$ cat src/rtl/lsl_pkg.sv
package lsl_pkg;

  // Count interpretation rules; the encoding is visible at the port.
  typedef enum logic [1:0] {
    RULE_WRAP  = 2'b00,
    RULE_BYTE  = 2'b01,
    RULE_SAT   = 2'b10,
    RULE_ALIAS = 2'b11
  } count_rule_e;

  localparam int BYTE_BITS = 8;

endpackage

$ cat src/rtl/lsl_count_decode.sv
module lsl_count_decode
  import lsl_pkg::*;
#(
  parameter int DATA_W = 32,
  parameter int CNT_W  = 12,
  localparam int SH_W  = $clog2(DATA_W)
) (
  input  logic [CNT_W-1:0] count,
  input  logic [1:0]       rule,
  output logic [SH_W-1:0]  amt,
  output logic             force_zero
);

  logic byte_over;
  logic full_over;

  // Oversize detection: any set bit at or above log2(width).
  assign byte_over = |count[BYTE_BITS-1:SH_W];
  assign full_over = |count[CNT_W-1:SH_W];

  // The low bits always steer the mux stages, whichever rule is active.
  assign amt = count[SH_W-1:0];

  always_comb begin
    unique case (count_rule_e'(rule))
      RULE_BYTE: force_zero = byte_over;
      RULE_SAT:  force_zero = full_over;
      default:   force_zero = 1'b0;
    endcase
  end

endmodule

$ cat src/rtl/lsl_stage_chain.sv
module lsl_stage_chain #(
  parameter int DATA_W = 32,
  localparam int SH_W  = $clog2(DATA_W)
) (
  input  logic [DATA_W-1:0] din,
  input  logic [SH_W-1:0]   amt,
  output logic [DATA_W-1:0] dout
);

  logic [DATA_W-1:0] lvl [SH_W+1];

  assign lvl[0] = din;

  // One 2:1 mux stage per count bit; stage s moves by 2**s positions.
  for (genvar s = 0; s < SH_W; s++) begin : g_stage
    localparam int STEP = 1 << s;
    assign lvl[s+1] = amt[s] ? (lvl[s] << STEP) : lvl[s];
  end

  assign dout = lvl[SH_W];

endmodule

$ cat src/rtl/lsl_out_stage.sv
module lsl_out_stage #(
  parameter int DATA_W = 32
) (
  input  logic              clk,
  input  logic              rst_n,
  input  logic              load,
  input  logic              drain,
  input  logic [DATA_W-1:0] shifted,
  input  logic              force_zero,
  output logic              valid,
  output logic [DATA_W-1:0] data
);

  logic [DATA_W-1:0] picked;

  // Final select between the shifted value and zero.
  assign picked = force_zero ? '0 : shifted;

  always_ff @(posedge clk) begin
    if (!rst_n) begin
      valid <= 1'b0;
      data  <= '0;
    end else if (load) begin
      valid <= 1'b1;
      data  <= picked;
    end else if (drain) begin
      valid <= 1'b0;
    end
  end

endmodule

$ cat src/rtl/lsl_mask_shifter.sv
module lsl_mask_shifter #(
  parameter int DATA_W = 32,
  parameter int CNT_W  = 12
) (
  input  logic              clk,
  input  logic              rst_n,
  input  logic              in_valid,
  output logic              in_ready,
  input  logic [DATA_W-1:0] in_operand,
  input  logic [CNT_W-1:0]  in_count,
  input  logic [1:0]        in_mode,
  output logic              out_valid,
  input  logic              out_ready,
  output logic [DATA_W-1:0] out_data
);

  localparam int SH_W = $clog2(DATA_W);

  logic [SH_W-1:0]   amt;
  logic              force_zero;
  logic [DATA_W-1:0] shifted;
  logic              load;

  assign in_ready = !out_valid || out_ready;
  assign load     = in_valid && in_ready;

  lsl_count_decode #(
    .DATA_W(DATA_W),
    .CNT_W (CNT_W)
  ) decode_i (
    .count     (in_count),
    .rule      (in_mode),
    .amt       (amt),
    .force_zero(force_zero)
  );

  lsl_stage_chain #(
    .DATA_W(DATA_W)
  ) chain_i (
    .din (in_operand),
    .amt (amt),
    .dout(shifted)
  );

  lsl_out_stage #(
    .DATA_W(DATA_W)
  ) out_i (
    .clk       (clk),
    .rst_n     (rst_n),
    .load      (load),
    .drain     (out_ready),
    .shifted   (shifted),
    .force_zero(force_zero),
    .valid     (out_valid),
    .data      (out_data)
  );

endmodule

$ cat config.mk
export PLATFORM = sky130hd
export DESIGN_NAME = lsl_mask_shifter
export DESIGN_NICKNAME = d
export VERILOG_FILES = /design/src/rtl/lsl_pkg.sv /design/src/rtl/lsl_count_decode.sv /design/src/rtl/lsl_stage_chain.sv /design/src/rtl/lsl_out_stage.sv /design/src/rtl/lsl_mask_shifter.sv
export SDC_FILE = /design/constraint.sdc
export NUM_CORES = 1
export LEC_CHECK = 0
export BUFFER_PORTS_ARGS = -buffer_cell sky130_fd_sc_hd__buf_2
export CORE_ASPECT_RATIO = 0.9
export CORE_UTILIZATION = 30
export CTS_BUF_LIST = sky130_fd_sc_hd__clkbuf_16
export DETAILED_ROUTE_END_ITERATION = 8
export HOLD_SLACK_MARGIN = 0.06
export SLEW_MARGIN = 15
export SYNTH_ARGS = -nofsm -noshare
export SYNTH_HDL_FRONTEND = slang
export SYNTH_SLANG_ARGS = --single-unit
$ cat constraint.sdc
create_clock -name clk -period 2.15 [get_ports clk]
set_clock_uncertainty 0.15 [all_clocks]
set_input_delay 0.1075 -clock clk [delete_from_list [all_inputs] [get_ports clk]]
set_output_delay 0.1075 -clock clk [all_outputs]
set_load 0.005 [all_outputs]
# Yosys cells after proc, flatten, opt, wreduce, memory -nomap -nowiden

Index checks and enable logic that the tools add are counted.

Register bits: 33
Latch bits: 0
Bits in writable memories: 0
Bits in read-only memories: 0
Bits of input ports: 50
Output and inout port bits: 34
Logic and storage cells: 19
Memories kept: 0

Add/sub/neg operators: 0
Multipliers: 0
Div/mod/pow operators: 0
Order comparisons: 0
Equality and inequality tests: 2
Shift-type cells: 0
Muxes and demuxes: 9
Bitwise gates (word level): 0
Reduce and logical (&&, ||, !) cells: 6

Operators with widths:

| kind                                          | count |
|---|---|
| two-way mux 32 bit                            | 6 |
| OR reduction 7 bit                            | 1 |
| OR reduction 3 bit                            | 1 |
| == test 2 x 1 -> 1 bit, second input constant | 1 |
| == test 2 bit, second input constant          | 1 |
| two-way mux 1 bit                             | 2 |
| case mux 1 bit (2 select lines)               | 1 |
| nonzero test 2 bit                            | 1 |
| logical AND 1 bit                             | 1 |
| zero test 1 bit                               | 1 |
| logical OR 1 bit                              | 1 |

# Logic depth before layout (Yosys ltp)

Gate-level depths: netlist (run 1).

Depth in word-level cells: 6
Depth in mapped cells: 9
Depth with buffers taken out: 7

# Hierarchy

Synthesis (run 1) repeated with hierarchy kept, for this count alone.

Cells, all modules: 343
Area, all modules: 3223.1 µm²

Modules (own cells, without submodules):

| module           | instances | cells each | area each (µm²) | sequential area each (µm²) |
|---|---|---|---|---|
| lsl_stage_chain  | 1         | 183        | 1774.2          | 0.0 |
| lsl_out_stage    | 1         | 145        | 1320.0          | 660.6 |
| lsl_count_decode | 1         | 13         | 106.4           | 0.0 |
| lsl_mask_shifter | 1         | 2          | 22.5            | 0.0 |

# Worst setup path after synthesis (run 1)

No wires, ideal clock.

Path kind: input to register
From: input port in_mode[0]
To: register out_i.data[27]
Library setup time: 0.074 ns
Arrival time: 1.545 ns
Data required time: 1.926 ns
Slack: 0.380 ns
Cell stages on the path: 8
Path buffers: 1
Path through: inv_1 -> ha_1 -> nor4_1 -> nor3_1 -> a21oi_1 -> buf_2 -> o2111ai_1 -> a31oi_1

Word-level cells in the longest chain between the ends: 3
Elaborated cells between the ends (all ways): 4
Classes of those cells: 2 x eq/ne; 2 x mux

Ends and longest elaborated chain:

| what                                                    | line                   | source |
|---|---|---|
| start, declared                                         | lsl_mask_shifter.sv:11 | `input logic [1:0] in_mode,` |
| == test 2 bit or == test 2 x 1 -> 1 bit (tied branches) | lsl_count_decode.sv:25 | `unique case (count_rule_e'(rule))` |
| case mux 1 bit (2 select lines) *                       | lsl_count_decode.sv:25 |  |
| two-way mux 32 bit *                                    | lsl_out_stage.sv:17    | `assign picked = force_zero ? '0 : shifted;` |
| end signal, assigned                                    | lsl_out_stage.sv:25    | `data <= picked;` |
| end, declared                                           | lsl_out_stage.sv:11    | `output logic [DATA_W-1:0] data` |

Every way passes the cells marked *; elsewhere a longest branch is shown, timed or not.
A chain may end at the register's enable or synchronous reset.

# Worst setup path after layout (run 1)

From: input port in_count[1]
To: register out_i.data[17]

Word-level cells in the longest chain between the ends: 5

Ends and longest elaborated chain:

| what                             | line                   | source |
|---|---|---|
| start, declared                  | lsl_mask_shifter.sv:10 | `input logic [CNT_W-1:0] in_count,` |
| two-way mux 32 bit (4 in series) | lsl_stage_chain.sv:17  | `assign lvl[s+1] = amt[s] ? (lvl[s] << STEP) : lvl[s];` |
| two-way mux 32 bit               | lsl_out_stage.sv:17    |  |

No other way between the ends.

==> results.md, run 1 <==
- Outcome: finished, final reports clean
- Slew Limit Fails: 0
- CP arrival: 1890 ps
- Final GP Congestion: 0.897
- Vias: 2948
- Mean Syn Cell Area: around 9.4 sq um
- ANT cells: 0
- Grt total ovfl: 0
- Tcrit/Tclk final: 87.4%
- Initial antenna violation count: 0
- Global-route wire length before repair: 14.5 mm
- Critical path startpoint: in_count[1]
- Clk buf depth: 2
- Row count: 33
- Die width: between 100 and 150 microns
- Initial Utilization: between 30% and 40%
- Clock tree sinks: 33
- Synth top area share: around 22%
- Min cycle time layout: 1880 ps
- Max-slew headroom: around 66%
- Layout area overhead: 25.5%
- Drt pass-1 iters: 4
- Pleak: between 1.5 and 2 nW
- Seq cells post-synth: 33
- Worst flop-to-flop path startpoint: out_i.valid
- HP Class: in2reg
- Clock share of power: between 30% and 40%
- DPL Wire Length: 7.08 mm
- Nets: 450
- Logic pwr share: between 30% and 40%
- Post-CTS sizing: 0
- CTS tree: done
- Average wire per standard cell: about 17 microns
- Syn_nets: 365
- HP Start: in_count[4]
- Clk Tree Root Cell: clkbuf_16
- Synth top cells by count: nand2_1 (41), dfxtp_1 (33), mux2i_1 (25), mux4_2 (24), a21oi_1 (21)
- Final-report setup violation count: 0
- CTS H-tree lvls: 2
- DRC: 0
- Switching share of power: 30.9%
- Share of power burned in registers: 33.5%
- CP endpoint kind: flop
- Number of synthesized flops with an enable pin: 0
- Share of cells above drive strength 1: 35.8%
- Post-synthesis compound-gate area fraction: 17.3%
- Post-Place Cell Area: between 0.003 and 0.004 sq mm
- Final hold violations: 0
- Remaining antenna violation count: 0
- Req. time, crit path: 2160 ps
- PD cells: 535 mW/mm^2
- Most frequent cell after synthesis: nand2_1
- Synth Area in Adders: 0.850%
- Post-synth top area cell: dfxtp_1
- Die height: 96 microns
- Vias per Instance: ~5.7
- Slowest-stage cell, CP: mux4_2
- Crit path launch type: input pin
- WS Path Type: in2reg
- Async SR Flop Fraction: 0%
- Pint: ~1.4 mW
- Psw: around 0.61 mW
- All-layer global routing usage: 17.9%
- IO Pins: 84
- Post-CTS Repair Setup Buffers: 0
- Synth Area in XOR/XNOR: 0%
- CTS Buf Count: 5
- Final core utilization: between 30% and 40%
- Buffers on Ports: 83
- Initial DRC count: 224
- Cells after Synth: 313
- Post-synthesis mux area share: 36.4%
- Top FF cell, synth: dfxtp_1
- Worst vdd ir: 0.000272 V
- Core Area: 0.00933 sq mm
- Post-Synth Simple-Gate Area: 15.8%
- Maximum clock rate: about 530 MHz
- Slowest stage delay, CP: 560 ps
- DRT Wirelength: 9.00 mm
- Area contributors post-synth: dfxtp_1 (22%), mux4_2 (18%), mux2i_1 (8.5%)
- Vias in the first global route: approximately 2700
- Worst-path clk slew: around 50 ps
- Number of max-cap violations: 0
- Worst-margin pin slew: 504 ps
- Clk Latency, worst-skew pair: 270 ps
- Fin area: between 0.003 and 0.004 sq mm
- Largest net degree at the start of global routing: 30
- Post-Synthesis Cell Area: between 0.002 and 0.003 sq mm
- Sequential fraction of the synthesis area: 22.4%
- Die area: 0.0102 sq mm
- RSZ-0062 raised after global routing: false
- Unique cell type count in the Yosys netlist: 51
- Crit path cell chain: buf_2 > buf_4 > mux4_2 > mux2i_1 > nor2_1 > o21ai_0 > a21oi_1
- Main combinational cell family by area after synthesis: multiplexers
- Yosys Warn Count: 0
- Worst-path maximum fanout: 14
[cell usage in the layout, fill, tap and decap left out, types with 4 or more instances in the layout]
master	netlist	final
a31oi_1	4	4
nand2b_1	6	6
buf_2	7	83
mux4_1	8	8
nor2_1	20	20
clkbuf_16	0	5
nor3_1	7	7
mux2i_1	25	25
buf_4	7	20
mux2_2	5	5
a32oi_1	14	14
o21ai_0	8	8
inv_1	8	9
mux4_2	24	24
dfxtp_1	33	33
nand2_1	41	41
nand3_1	11	11
a21oi_1	21	21
[power by group through the flow]
stage	registers, mW	clock network, mW	logic (mW)
6_report	0.663	0.675	0.639
5_1_grt	0.666	0.710	0.696
4_1_cts	0.663	0.681	0.638
3_5_place_dp	0.676	0	0.631
3_3_place_gp	0.675	0	0.625
2_1_floorplan	0.675	0	0.404
[critical path, delay by kind of cell]
family	cells	cell delay [ps]
AO/OA/AOI/OAI	2	310
multiplexers	2	820
buffers and inverters	2	580
AND/OR/NAND/NOR	1	80
[flip-flops by register name, indices dropped and copies added (netlist names)]
signal       cells
out_i.data      32
out_i.valid      1
[cell type report]
cell class | instances | area, sq um
fill | 980 | 5630
multi-input combinational | 240 | 2070
sequential | 33 | 661
timing repair buffer | 108 | 636
tap | 122 | 153
clock buffer | 5 | 125
inverter | 10 | 37.5
clock inverter | 3 | 13.8
[worst paths after layout]
kind	endpoint	slack (ps)	cells after the start
max	out_i.data[17]	270	7
min	out_i.data[24]	220	4
max reg2reg	out_i.data[29]	400	6
min reg2reg	out_i.data[5]	300	2
[cell families (layout without fill, tap and decap cells)]
kind of cell | count (synthesis) | in the layout
and+or+nand+nor | 101 | 101
AOI/OAI and AO/OA | 74 | 74
DFF | 33 | 33
muxes | 63 | 63
buffers and inverters | 40 | 126
adders and majority gates | 2 | 2
[through the flow]
step	setup slack [ps]	instances	hold slack, ps	power [mW]	setup TNS [ps]
after floorplan	380	313	87.0	1.08	0
after global placement	-10.9	510	219	1.30	-10.9
after detailed placement	-33.7	510	220	1.31	-85.9
after CTS	249	521	215	1.98	0
after global routing	123	521	238	2.07	0
final	271	521	219	1.98	0
[metal layers]
layer | up-vias | track usage [%] | share of wire, %
met2 | 117 | 29.3 | 45
met1 | 1434 | 25.8 | 49
met3 | 7 | 2.44 | 5.5
li1 | 1390 | - | -
met4 | 0 | 2.74 | 0.67
met5 | - | 0 | 0
[repair_timing]
item | CTS | global route
hold endpoints to repair | 6 | 0
endpoints found under the setup margin | 0 | 0
hold buffers | 3 | 0
Note: power is estimated with default switching activity, not from simulation.
==> inputs of run 2 (changes only) <==
--- a/config.mk
+++ b/config.mk
@@ -11,6 +11,7 @@
 export CTS_BUF_LIST = sky130_fd_sc_hd__clkbuf_16
 export DETAILED_ROUTE_END_ITERATION = 8
 export HOLD_SLACK_MARGIN = 0.06
+export PLACE_DENSITY = 0.54
 export SLEW_MARGIN = 15
 export SYNTH_ARGS = -nofsm -noshare
 export SYNTH_HDL_FRONTEND = slang
==> run 2 against run 1 <==
Total power grew 6.4%. Clock power grew 19%. Critical path depth is the same. Largest cell class unchanged. Highest routed layer unchanged.
==> results.md, run 2 (synthesis results as in run 1) <==
- Clk buf depth: 2 (unchanged)
- Remaining antenna violation count: 0 (unchanged)
- Power Total: 2.10 mW (was 1.98 mW)
- CP arrival: 1870 ps (was 1890 ps)
- Row count: 33 (unchanged)
- WL met3: 621 microns (was 493 microns)
- # fillers: 979 (was 980)
- RSZ-0062 raised after global routing: false (unchanged)
- Setup TNS: 0 ps (unchanged)
- Clock tree sinks: 33 (unchanged)
- Buffers on Ports: 83 (unchanged)
- Crit path launch type: input pin (unchanged)
- Pint: 1.48 mW (was 1.36 mW)
- Die height: 96 microns (unchanged)
- Largest net degree at the start of global routing: 29 (was 30)
- Post-CTS Repair Setup Buffers: 0 (unchanged)
- Share of power burned in registers: 31.5% (was 33.5%)
- Layout area overhead: 26.4% (was 25.5%)
- Average wire per standard cell: 17.7 microns (was 17.3 microns)
- Die width: 106 microns (unchanged)
- Post-Place Cells: 512 (was 510)
- CP endpoint kind: flop (unchanged)
- Vias per Instance: 5.61 (was 5.66)
- Share of cells above drive strength 1: 35.9% (was 35.8%)
- Clk Latency, worst-skew pair: 280 ps (was 270 ps)
- Initial DRC count: 232 (was 224)
- PD cells: 565 mW/mm^2 (was 535 mW/mm^2)
- Min cycle time layout: 1850 ps (was 1880 ps)
- Req. time, crit path: 2170 ps (was 2160 ps)
- Hold_ws: 162 ps (was 219 ps)
- CTS Buf Count: 5 (unchanged)
- Worst-path clk slew: 50 ps (about the same)
- Worst-path maximum fanout: 24 (was 14)
- Final hold violations: 0 (unchanged)
- Max reg flops: 32 (unchanged)
- Vias in the first global route: 2805 (was 2739)
- Die area: 0.0102 sq mm (unchanged)
- Finished Layout Cells: 523 (was 521)
- IO Pins: 84 (unchanged)
- Final core utilization: 39.9% (was 39.6%)
- Largest registers: out_i.data (32), out_i.valid (1) (unchanged)
- Slew Limit Fails: 0 (unchanged)
- Clock share of power: 38.3% (was 34.1%)
- Commonest cells after routing, fill and taps aside: buf_2 (83), nand2_1 (41), dfxtp_1 (33) (unchanged)
- Number of max-cap violations: 0 (unchanged)
- Switching share of power: 29.7% (was 30.9%)
- HP Start: in_count[3] (was in_count[4])
- WS Path Type: in2reg (unchanged)
- DPL Wire Length: 7.34 mm (was 7.08 mm)
- Worst-margin pin slew: 508 ps (was 504 ps)
- Leading cell type in the layout, fill and taps excluded: buf_2 (unchanged)
- Vias: 2936 (was 2948)
- Worst setup margin: 298 ps (was 271 ps)
- Met2 WL: 4.23 mm (was 4.04 mm)
- Global-route wire length before repair: 15.0 mm (was 14.5 mm)
- Grt total ovfl: 0 (unchanged)
- Max-slew headroom: 65.8% (was 66.0%)
- Fin area: 0.00372 sq mm (was 0.00370 sq mm)
- Drt pass-1 iters: 4 (unchanged)
- Worst vdd ir: 0.000256 V (was 0.000272 V)
- Final-report setup violation count: 0 (unchanged)
- DRT Wirelength: 9.27 mm (was 9.00 mm)
- DRC: 0 (unchanged)
- Maximum clock rate: 540 MHz (was 532 MHz)
- Post-Place Cell Area: 0.00353 sq mm (about the same)
- Max Used Layer: met4 (unchanged)
- HP Class: in2reg (unchanged)
- Critical path startpoint: in_count[1] (unchanged)
- Core Area: 0.00933 sq mm (unchanged)
- All-layer global routing usage: 19.0% (was 17.9%)
- Tcrit/Tclk final: 86.2% (was 87.4%)
- Initial antenna violation count: 0 (unchanged)
- Worst flop-to-flop path startpoint: out_i.valid (unchanged)
- Pre-CTS setup slack: 42.9 ps (was -33.7 ps)
- Psw: 0.626 mW (was 0.612 mW)
- ANT cells: 0 (unchanged)
- Clk Tree Root Cell: clkbuf_16 (unchanged)
- Pleak: 1.62 nW (was 1.60 nW)
- Largest Register: out_i.data (unchanged)
- Met1 WL: 4.30 mm (was 4.41 mm)
- Nets: 452 (was 450)
- Outcome: finished, final reports clean (unchanged)
- CTS tree: done (unchanged)
- Initial Utilization: 31.6% (unchanged)
- Final GP Congestion: 0.859 (was 0.897)
- Logic pwr share: 30.2% (was 32.3%)
- CTS H-tree lvls: 2 (unchanged)
[run 2: cell count changes in the layout (fill, tap and decap cells not counted)]
cell	delta
buf_4	+3
clkinv_1	+1
bufinv_16	+1
clkinv_2	-2
buf_12	-1
[run 2: repair_timing]
| action | in CTS | in global routing |
|---|---|---|
| endpoints found under the hold margin | 6 | 0 |
| hold buffers | 3 | 0 |
| gates resized for setup | 0 | 0 |
[run 2: critical path, cell delays in order]
cell	delay, ps
buf_2	140
buf_12	190
mux4_1	620
mux2i_1	380
a21oi_1	130
a32oi_1	220
o2bb2ai_1	80
[run 2: final timing paths]
| path | to | slack (ps) | cells past startpoint |
|---|---|---|---|
| min | out_i.data[31] | 160 | 3 |
| max | out_i.data[28] | 300 | 7 |
| max reg2reg | out_i.data[29] | 330 | 6 |
| min reg2reg | out_i.data[5] | 300 | 2 |
[run 2: per-layer routing]
metal | global-route usage (%) | up-vias
met4 | 5.48 | 0
met3 | 2.64 | 10
met1 | 27.0 | 1422
met2 | 30.1 | 112
met5 | 0 | -
li1 | - | 1392
[run 2: power by group through the flow]
stage / sequential [mW] / combinational [mW] / clock [mW]
after floorplan: 0.675 / 0.404 / 0
after global placement: 0.677 / 0.620 / 0
after detailed placement: 0.677 / 0.627 / 0
after CTS: 0.664 / 0.634 / 0.825
after global routing: 0.667 / 0.695 / 0.854
final: 0.664 / 0.634 / 0.806
[run 2: layout make-up]
cell class | count | area, sq um | area share, %
inverters | 10 | 37.5 | 1.01
well taps | 122 | 153 | 4.10
clock inverters | 3 | 37.5 | 1.01
flip-flops and latches | 33 | 661 | 17.7
clock buffers | 5 | 125 | 3.36
multi-input cells | 240 | 2070 | 55.6
repair buffers | 110 | 638 | 17.1
